--- src/rtl/tmr_shadow_pkg.sv ---
package tmr_shadow_pkg;

    localparam int CH_NUM  = 3;
    localparam int BYTE_W  = 8;
    localparam int CTL_W   = 6;
    localparam int ENT_NUM = 3 * CH_NUM;
    localparam int PTR_W   = $clog2(ENT_NUM);
    localparam int LAST_ENT = ENT_NUM - 1;

    typedef enum logic [1:0] {
        ACC_LATCH = 2'b00,
        ACC_LO    = 2'b01,
        ACC_HI    = 2'b10,
        ACC_LOHI  = 2'b11
    } acc_e;

    typedef struct packed {
        logic [BYTE_W-1:0] lo;
        logic [BYTE_W-1:0] hi;
        logic [CTL_W-1:0]  ctl;
        logic              hi_next;
    } chan_st_t;

    typedef struct packed {
        logic [PTR_W-1:0] ptr;
    } seq_st_t;

endpackage

--- src/rtl/tmr_shadow_decode.sv ---
module tmr_shadow_decode
    import tmr_shadow_pkg::*;
#(
    parameter int              AW        = 16,
    parameter logic [AW-1:0]   CNT_BASE  = 'h40,
    parameter logic [AW-1:0]   CTRL_ADDR = 'h43
) (
    input  logic               snoop_wr,
    input  logic [AW-1:0]      snoop_addr,
    input  logic [BYTE_W-1:0]  snoop_data,
    output logic [CH_NUM-1:0]  cnt_we,
    output logic [CH_NUM-1:0]  ctl_we
);

    logic is_ctl;
    logic not_latch;

    always_comb begin
        is_ctl    = snoop_wr && (snoop_addr == CTRL_ADDR);
        not_latch = (acc_e'(snoop_data[5:4]) != ACC_LATCH);
        for (int c = 0; c < CH_NUM; c++) begin
            cnt_we[c] = snoop_wr && (snoop_addr == AW'(int'(CNT_BASE) + c));
            // channel select 11 (read-back) never matches a channel index
            ctl_we[c] = is_ctl && not_latch && (snoop_data[7:6] == 2'(c));
        end
    end

endmodule

--- src/rtl/tmr_shadow_chan.sv ---
module tmr_shadow_chan
    import tmr_shadow_pkg::*;
(
    input  logic              clk,
    input  logic              rst_n,
    input  logic              cnt_we,
    input  logic              ctl_we,
    input  logic [BYTE_W-1:0] wdata,
    output logic [BYTE_W-1:0] lo_byte,
    output logic [BYTE_W-1:0] hi_byte,
    output logic [BYTE_W-1:0] ctl_byte
);

    chan_st_t st_d, st_q;

    always_comb begin
        st_d = st_q;
        if (ctl_we) begin
            st_d.ctl     = wdata[CTL_W-1:0];
            st_d.hi_next = 1'b0;
        end else if (cnt_we) begin
            unique case (acc_e'(st_q.ctl[5:4]))
                ACC_LO:   st_d.lo = wdata;
                ACC_HI:   st_d.hi = wdata;
                ACC_LOHI: begin
                    if (st_q.hi_next) st_d.hi = wdata;
                    else              st_d.lo = wdata;
                    st_d.hi_next = ~st_q.hi_next;
                end
                default:  st_d = st_q;
            endcase
        end
    end

    always_ff @(posedge clk or negedge rst_n) begin
        if (!rst_n) st_q <= '0;
        else        st_q <= st_d;
    end

    assign lo_byte  = st_q.lo;
    assign hi_byte  = st_q.hi;
    assign ctl_byte = {{(BYTE_W-CTL_W){1'b0}}, st_q.ctl};

endmodule

--- src/rtl/tmr_shadow_rdseq.sv ---
module tmr_shadow_rdseq
    import tmr_shadow_pkg::*;
(
    input  logic                      clk,
    input  logic                      rst_n,
    input  logic                      port_rd,
    input  logic                      port_wr,
    input  logic [ENT_NUM*BYTE_W-1:0] ent_flat,
    output logic [BYTE_W-1:0]         rdata,
    output logic [PTR_W-1:0]          ptr
);

    seq_st_t st_d, st_q;

    always_comb begin
        st_d = st_q;
        if (port_wr) begin
            st_d.ptr = '0;
        end else if (port_rd) begin
            if (st_q.ptr == PTR_W'(LAST_ENT)) st_d.ptr = '0;
            else                              st_d.ptr = st_q.ptr + 1'b1;
        end
    end

    always_ff @(posedge clk or negedge rst_n) begin
        if (!rst_n) st_q <= '0;
        else        st_q <= st_d;
    end

    assign ptr   = st_q.ptr;
    assign rdata = ent_flat[int'(st_q.ptr)*BYTE_W +: BYTE_W];

endmodule

--- src/rtl/tmr_shadow_seq.sv ---
module tmr_shadow_seq
    import tmr_shadow_pkg::*;
#(
    parameter int              SNOOP_AW  = 16,
    parameter logic [SNOOP_AW-1:0] CNT_BASE  = 'h40,
    parameter logic [SNOOP_AW-1:0] CTRL_ADDR = 'h43
) (
    input  logic                clk,
    input  logic                rst_n,
    input  logic                snoop_wr,
    input  logic [SNOOP_AW-1:0] snoop_addr,
    input  logic [7:0]          snoop_data,
    input  logic                port_rd,
    input  logic                port_wr,
    output logic [7:0]          port_rdata
);

    logic [CH_NUM-1:0]         cnt_we;
    logic [CH_NUM-1:0]         ctl_we;
    logic [BYTE_W-1:0]         lo_b  [CH_NUM];
    logic [BYTE_W-1:0]         hi_b  [CH_NUM];
    logic [BYTE_W-1:0]         ctl_b [CH_NUM];
    logic [ENT_NUM*BYTE_W-1:0] ent_flat;
    logic [PTR_W-1:0]          rd_ptr;

    tmr_shadow_decode #(
        .AW        (SNOOP_AW),
        .CNT_BASE  (CNT_BASE),
        .CTRL_ADDR (CTRL_ADDR)
    ) u_decode (
        .snoop_wr   (snoop_wr),
        .snoop_addr (snoop_addr),
        .snoop_data (snoop_data),
        .cnt_we     (cnt_we),
        .ctl_we     (ctl_we)
    );

    for (genvar c = 0; c < CH_NUM; c++) begin : g_chan
        tmr_shadow_chan u_chan (
            .clk      (clk),
            .rst_n    (rst_n),
            .cnt_we   (cnt_we[c]),
            .ctl_we   (ctl_we[c]),
            .wdata    (snoop_data),
            .lo_byte  (lo_b[c]),
            .hi_byte  (hi_b[c]),
            .ctl_byte (ctl_b[c])
        );
        // read order: count pairs first, control words after all pairs
        assign ent_flat[(2*c)*BYTE_W   +: BYTE_W]        = lo_b[c];
        assign ent_flat[(2*c+1)*BYTE_W +: BYTE_W]        = hi_b[c];
        assign ent_flat[(2*CH_NUM+c)*BYTE_W +: BYTE_W]   = ctl_b[c];
    end

    tmr_shadow_rdseq u_rdseq (
        .clk      (clk),
        .rst_n    (rst_n),
        .port_rd  (port_rd),
        .port_wr  (port_wr),
        .ent_flat (ent_flat),
        .rdata    (port_rdata),
        .ptr      (rd_ptr)
    );

endmodule

--- config.mk ---
export PLATFORM = sky130hd
export DESIGN_NAME = tmr_shadow_seq
export DESIGN_NICKNAME = d
export VERILOG_FILES = /design/src/rtl/tmr_shadow_pkg.sv /design/src/rtl/tmr_shadow_decode.sv /design/src/rtl/tmr_shadow_chan.sv /design/src/rtl/tmr_shadow_rdseq.sv /design/src/rtl/tmr_shadow_seq.sv
export SDC_FILE = /design/constraint.sdc
export NUM_CORES = 1
export LEC_CHECK = 0
export ABC_AREA = 1
export BUFFER_PORTS_ARGS = -buffer_cell sky130_fd_sc_hd__buf_2
export CAP_MARGIN = 25
export CORE_ASPECT_RATIO = 0.9
export CORE_MARGIN = 2
export CORE_UTILIZATION = 30
export DETAILED_ROUTE_END_ITERATION = 10
export GPL_ROUTABILITY_DRIVEN = 0
export PLACE_DENSITY = 0.52
export SYNTH_ARGS = -nofsm -noshare
export SYNTH_HDL_FRONTEND = slang
export SYNTH_HIERARCHICAL = 1
export SYNTH_SLANG_ARGS = --single-unit
--- constraint.sdc ---
create_clock -name clk -period 3.2 [get_ports clk]
set_clock_uncertainty 0.1 [all_clocks]
set_input_delay 0 -clock clk [delete_from_list [all_inputs] [get_ports clk]]
set_output_delay 0 -clock clk [all_outputs]
set_load 0.02 [all_outputs]
# Word level (Yosys, flattened, before mapping)
# Index checks and enable logic that the tools add are counted.
# totals
input_bits,29
register_bits,73
elab_cells,99
output_inout_bits,8
# classes
n_eq_ne,22
bitwise_logic,6
mux,24
shifts,1
add_sub_neg,1
reduce_logical,32
# ops
op,n
case mux 8 bit (2 select lines),6
variable part select 72 x 8 -> 8 bit,1
equality test 16 x 7 -> 1 bit (second input constant),4
2-to-1 mux 8 bit,6
nonzero test 2 bit,14
AND reduction 4 bit,6
2-to-1 mux 7 bit,3
equality test 2 bit (second input constant),7
2-to-1 mux 4 bit,3
equality test 2 x 1 -> 1 bit (second input constant),4
logical AND 1 bit,8
2-to-1 mux 1 bit,6
inequality test 2 x 1 -> 1 bit (second input constant),3
inequality test 2 bit (second input constant),3
NOT 1 bit,6
AND reduction 2 bit,3
adder 4 x 1 -> 4 bit (second input constant),1
equality test 4 bit (second input constant),1
logical NOT 2 bit,1

# Longest topological paths before layout
# Gate-level depths: netlist (run 1).
# depth
depth_word,6
mapped_depth,12
mapped_depth_nobuf,11

# By module
# The synthesis (run 1) kept the hierarchy.
# modules_own_cells
module,n_inst,cells_per_inst,area_per_inst_um2
tmr_shadow_chan,3,132,1152.4
tmr_shadow_rdseq,1,228,1108.6
tmr_shadow_decode,1,36,151.4

# Worst setup path after synthesis (run 1)
# Ideal clock, no wire load.
# synth_path
kind,flip-flop to flip-flop
start,reg u_rdseq.st_q (netlist bit u_rdseq/ptr[1])
end,reg u_rdseq.st_q (netlist bit u_rdseq/ptr[3])
setup_ns,0.128
n_path_buf,2
stages_incl_launch_ff,8
arrival_time_ns,1.164
setup_slack_ns,1.809
path_cell_list,dfrtp_1 buf_4 inv_2 buf_4 ha_1 nand3_1 nand3_1 o22ai_1
# synth_via
elab_chain_cells,4
word_cells_on_any_way,5
cone_classes,add/sub (1); eq/ne (1); mux (3)
# synth_rtl
item,line,source
from (decl),tmr_shadow_rdseq.sv:13,"seq_st_t st_d, st_q;"
from (signal assigned),tmr_shadow_rdseq.sv:27,else st_q <= st_d;
adder 4 x 1 -> 4 bit / equality test 4 bit (equally long branches),"tmr_shadow_rdseq.sv:21, tmr_shadow_rdseq.sv:20",
2-to-1 mux 4 bit (*),tmr_shadow_rdseq.sv:20,if (st_q.ptr == PTR_W'(LAST_ENT)) st_d.ptr = '0;
2-to-1 mux 4 bit (*),tmr_shadow_rdseq.sv:19,end else if (port_rd) begin
2-to-1 mux 4 bit (*),tmr_shadow_rdseq.sv:17,if (port_wr) begin
# Every way passes the cells marked *; elsewhere a longest branch is shown, timed or not. The select of a mux whose other input is x is not followed.
# A chain may end at the register's enable or synchronous reset.

# Final worst setup path (run 1)
# layout_path
start,reg u_rdseq.st_q (netlist bit u_rdseq/ptr[1])
end,reg u_rdseq.st_q (netlist bit u_rdseq/ptr[2])
# The elaborated chain is that of the path after synthesis.

==> impl_metrics.ini, run 1 <==
[run_status]
outcome = completed

[detailed_routing]
routed_wl_um = 11800
postRouteAntennaNets = 0
viasPerCell = 4.49
drtIter0Drc = 275
first_pass_iters = 4
dr_total_vias = 3801
drc_errors = 0
drt-wirelength-per-cell_um = 14.0

[setup_path]
worstSetupStartpointType = flip-flop
crit_type = reg2reg
cp_slowest_stage_delay_ns = 0.80
crit_family = buffers and inverters
cp.arrival_ns = 2.55
slowest_stage = dfrtp_1
cp_max_fo = 20
crit_chain = inv_2, ha_1, nand3_1, nand2_1, a21oi_1, dlygate4sd3_1
critical_path_buf_inv_count = 2
cp-end-kind = flip-flop
required_ns = 3.37

[die]
rows = 43
io_pins = 37
start_util = 0.307
die_y_um = 123
core-area_um2 = 15400
die_x_um = 136
die-area_um2 = 16700

[logic_synthesis]
mappedNetlistArea_um2 = 4720
ys_warn_count = 6
synthCells = 660
syn_avg_cell_area_um2 = 7.15
ys_types = 24
synth_seq_cells = 73
ys_seq_area_frac = 0.387

[place]
io_buffers = 36
hpwlAfterDp_um = 8070

[final_layout]
layout-drive-gt1-share = 0.138
antenna_cells = 0
nets = 671
fillers = 1696
areaGrowthSynthToFinish_pct = 5.84

[power_and_ir_drop]
worst_ir_drop_vdd_mv = 0.294
p_total_mw = 2.17
pwr-share-comb = 0.085
power.internal_mw = 1.67
leakagePower_nw = 2.63
p_sw_mw = 0.506
pwr-share-seq = 0.430
power.share.clock = 0.485
p_per_area_nw_per_um2 = 436
switching_share = 0.233

[sta]
maxSlewViolCount = 0
rsz0062_at_grt = false
min_period_ns = 2.38
tns_ns = 0
fin_crit_sh = 0.745
tightest_slew_ns = 0.739
setup_viol = 0
fmax_ghz = 0.419
finalHoldViolCount = 0
slew_headroom = 0.506

[clock_network]
cts_made_buffers = 9
cts_sinks = 73
post_cts.resized_instances = 0
clockBufferDepth = 2
cts_htree_levels = 3
tritoncts = yes
root_buffer = clkbuf_16
clk_latency_ns = 0.33
clkTransAtPathRegs_ns = 0.06

[run]
cap_violations = 0

[global_route]
first_global_vias = 3563
grt_pass1_wl_um = 19400
grt_max_degree = 74
antenna_found_initial = 0
grt_usage = 0.152
grt.overflow.total = 0

[min_path]
hold_class = in2async
worst paths after layout:
path	startpoint	endpoint	slack [ns]	cells past startpoint
setup / recovery	u_rdseq/ptr[1]	u_rdseq/ptr[2]	0.82	6
hold / removal	rst_n	u_rdseq/ptr[2]	0.004	2
setup reg to reg	u_rdseq/ptr[1]	u_rdseq/ptr[2]	0.82	6
hold reg to reg	g_chan[1].u_chan/lo_byte[4]	g_chan[1].u_chan/lo_byte[4]	0.37	2
max in group asynchronous	rst_n	g_chan[2].u_chan/ctl_byte[2]	2.42	3
min in group clk	snoop_data[5]	g_chan[2].u_chan/lo_byte[5]	0.09	4
registers in the layout, indices dropped and copies added (netlist names):
register and cells:
g_chan.u_chan/lo_byte 24, g_chan.u_chan/ctl_byte 18, u_rdseq/ptr 4, g_chan.u_chan/st_q 3
g_chan.u_chan/hi_byte 24
layer usage:
| metal | wire length [µm] | GRT usage | share of wire |
|---|---|---|---|
| met2 | 5180 | 0.230 | 0.44 |
| met3 | 548 | 0.0295 | 0.046 |
| met5 | 0 | 0 | 0 |
| met4 | 114 | 0.0391 | 0.0096 |
| met1 | 5990 | 0.221 | 0.51 |
cell families (layout without fill, tap and decap cells):
logic type,Yosys count,count (layout),synth area share
xor+xnor,1,1,0.00186
other cells,3,6,0.00239
flops,73,73,0.387
mux,1,1,0.00212
buf+inv,163,144,0.202
fa+ha+maj,2,2,0.00530
simple gates,409,409,0.390
compound gates,8,8,0.00875
cell type report:
cell class / count / area (µm²) / area share
Timing Repair Buffer: 55 / 373 / 0.0747
Inverter: 74 / 278 / 0.0556
Sequential cell: 73 / 1830 / 0.366
Tap cell: 202 / 253 / 0.0506
Clock buffer: 13 / 280 / 0.0561
Clock inverter: 2 / 35.0 / 0.00702
Multi-Input combinational cell: 427 / 1950 / 0.390
cells in the final DEF, fill, tap and decap left out, drive strengths merged:
cell / n
nand3: 90
nor4: 1
o22ai: 1
nand2: 260
clkbuf: 13
dlygate4sd3: 11
conb: 6
o21ai: 4
xor2: 1
buf: 44
dfrtp: 73
nand4: 24
nand3b: 1
bufinv: 1
clkinv: 1
inv: 74
nor2: 32
or2: 1
ha: 2
mux2i: 1
a21oi: 3
per-stage QoR:
step / cell area [µm²] / hold slack, ns / util / setup slack (ns) / instances
after detailed placement: 4540 / 0.132 / 0.295 / 1.27 / 819
after floorplan: 4730 / -0.396 / - / 1.81 / 663
after CTS: 4960 / 0.0766 / 0.323 / 0.813 / 845
after global placement: 4540 / 0.132 / 0.295 / 1.27 / 819
final: 4990 / 0.00374 / 0.324 / 0.816 / 846
after global routing: 4990 / 0.0132 / 0.324 / 0.649 / 846
worst register-to-register path, stage by stage (launching register included):
cell and delay, ns:
dfrtp_1 0.80, inv_2 0.32, ha_1 0.28, nand3_1 0.10
nand2_1 0.06, a21oi_1 0.11, dlygate4sd3_1 0.55
synthesized netlist by cell type (all sizes together):
master	number	area, µm²
nand3	90	500
nand4	24	150
dfrtp	73	1830
buf	89	677
nand2	260	983
a21oi	3	15.0
xor2	1	8.76
nor4	1	21.3
mux2i	1	10.0
nor2	32	170
nand3b	1	7.51
or2	1	6.26
ha	2	25.0
o22ai	1	6.26
conb	3	11.3
o21ai	4	20.0
inv	74	278
repair_timing:
item | in CTS | in global routing
setup buffers | 0 | 0
hold buffers | 11 | 0
hold endpoints to repair | 134 | 0
power groups by stage:
stage / clock (mW) / combinational (mW) / sequential, mW
2_1_floorplan: 0 / 0.107 / 0.945
3_3_place_gp: 0 / 0.172 / 0.952
3_5_place_dp: 0 / 0.172 / 0.952
4_1_cts: 1.09 / 0.183 / 0.935
5_1_grt: 1.13 / 0.208 / 0.936
6_report: 1.05 / 0.184 / 0.935
(Power assumes the default switching activity.)
==> run 2, diff against run 1 <==
==> constraint.sdc (replaced) <==
create_clock -name clk -period 2.3 [get_ports clk]
set_clock_uncertainty 0.1 [all_clocks]
set_input_delay 0 -clock clk [delete_from_list [all_inputs] [get_ports clk]]
set_output_delay 0 -clock clk [all_outputs]
set_load 0.02 [all_outputs]
==> run 2 against run 1 <==
Effect of this change: via count decreased by 1.2%; worst hold slack improved by 0.0051 ns; clock power increased by 47%; register-to-register slack got worse by 0.56 ns; sequential power increased by 39%; critical path depth unchanged.
==> impl_metrics.ini, run 2 (same netlist as run 1, synthesis figures left out) <==
[run_status]
outcome = completed

[clock_network]
clockBufferDepth = 2
cts_sinks = 73
tritoncts = yes
clkTransAtPathRegs_ns = 0.06
cts_htree_levels = 3
clk_latency_ns = 0.33
cts_made_buffers = 9
root_buffer = clkbuf_16
post_cts.resized_instances = 0

[global_route]
antenna_found_initial = 0
grt_usage = 0.153
grt_pass1_wl_um = 19500
grt_max_degree = 74
first_global_vias = 3541
grt.overflow.total = 0

[min_path]
hold_class = in2reg
worstHoldStart = snoop_data[4]
holdPathStages = 4
hold_end = g_chan[2].u_chan/ctl_byte[4]

[setup_path]
slowest_stage = dlygate4sd3_1
required_ns = 2.41
cp.arrival_ns = 2.16
r2r_slack_ns = 0.25
cp_slowest_stage_delay_ns = 0.54
r2r-end = u_rdseq/ptr[2]
worstSetupStartpointType = flip-flop
crit_chain = inv_2, ha_1, nand3_1, nand2_1, a21oi_1, dlygate4sd3_1
crit_type = reg2reg
reg2reg_depth = 6
cp_max_fo = 33
rr_startpoint = u_rdseq/ptr[0]
cp-end-kind = flip-flop

[detailed_routing]
postRouteAntennaNets = 0
viasPerCell = 4.41
first_pass_iters = 4
dr_total_vias = 3755
drtIter0Drc = 231
routed_wl_um = 12200
drc_errors = 0
drt-wirelength-per-cell_um = 14.3

[die]
start_util = 0.307
io_pins = 37
rows = 43
die_y_um = 123
die-area_um2 = 16700
core-area_um2 = 15400
die_x_um = 136

[sta]
fmax_ghz = 0.489
tns_ns = 0
fin_ws_ns = 0.255
maxSlewViolCount = 0
finalHoldViolCount = 0
tightest_slew_ns = 0.545
slew_headroom = 0.636
timing.hold.ws_ns = 0.00884
min_period_ns = 2.05
setup_viol = 0
fin_crit_sh = 0.889
rsz0062_at_grt = false

[power_and_ir_drop]
worst_ir_drop_vdd_mv = 0.352
leakagePower_nw = 2.65
p_total_mw = 3.11
p_per_area_nw_per_um2 = 618

[place]
dpl.cell_count = 824
place_ws_ns = 0.663
hpwlAfterDp_um = 8470
place_area_um2 = 4580
io_buffers = 36

[final_layout]
layout-drive-gt1-share = 0.146
nets = 675
antenna_cells = 0
fin_util = 0.327
fillers = 1696
final_common_cell = nand2_1
layout_common_cells = nand2_1, nand3_1, dfrtp_1
instances_no_fill = 851
areaGrowthSynthToFinish_pct = 6.71
stdcell_area_um2 = 5030

[run]
cap_violations = 0
==> run 2: changes by cell type in the layout (fill, tap and decap cells not counted) <==
cell / before / now
clkinv_4: 0 / 1
clkbuf_8: 4 / 1
bufinv_16: 1 / 2
inv_6: 0 / 1
dlygate4sd3_1: 11 / 10
buf_4: 8 / 13
clkinvlp_4: 0 / 1
==> run 2: cell type report <==
class                           instances  area (µm²)  area share
Inverter                               74         278      0.0552
Multi-Input combinational cell        427        1950       0.387
Tap cell                              202         253      0.0502
Timing Repair Buffer                   59         400      0.0795
Sequential cell                        73        1830       0.363
Clock inverter                          6        90.1      0.0179
Clock buffer                           10         239      0.0475
==> run 2: how the worst max path moves through the flow <==
stage,end,slack [ns],from
finish,u_rdseq/ptr[2],0.25,u_rdseq/ptr[0]
global route,u_rdseq/ptr[2],0.10,u_rdseq/ptr[0]
CTS,u_rdseq/ptr[2],0.24,u_rdseq/ptr[0]
detailed placement,g_chan[0].u_chan/lo_byte[6],0.66,snoop_addr[15]
global placement,port_rdata[4],0.72,u_rdseq/ptr[0]
floorplan,u_rdseq/ptr[3],0.91,u_rdseq/ptr[1]
==> run 2: timing repair <==
item / 4_1_cts / 5_1_grt
hold buffers: 10 / 0
endpoints found under the hold margin: 120 / 0
buffers inserted: 0 / 0
==> run 2: power by group <==
group | switching [mW] | total (mW) | leakage, nW | internal (mW)
combinational | 0.182 | 0.269 | 1.50 | 0.0870
sequential | 0.00900 | 1.30 | 0.987 | 1.29
clock | 0.560 | 1.54 | 0.159 | 0.983
total | 0.751 | 3.11 | 2.65 | 2.36
==> run 2: critical path, delay by kind of cell (launching register included) <==
kind                       cells  cell delay [ns]
AOI/OAI and AO/OA              1             0.05
adders and majority gates      1             0.24
buffers and inverters          2             0.96
DFF                            1             0.40
and+or+nand+nor                2             0.17
==> run 2: metal layers <==
layer  track usage  up-vias  part of all wire
li1              -     1946                 -
met4        0.0365        0             0.012
met3        0.0340       11             0.047
met5             0        -                 0
met2         0.225       87              0.42
met1         0.229     1711              0.52
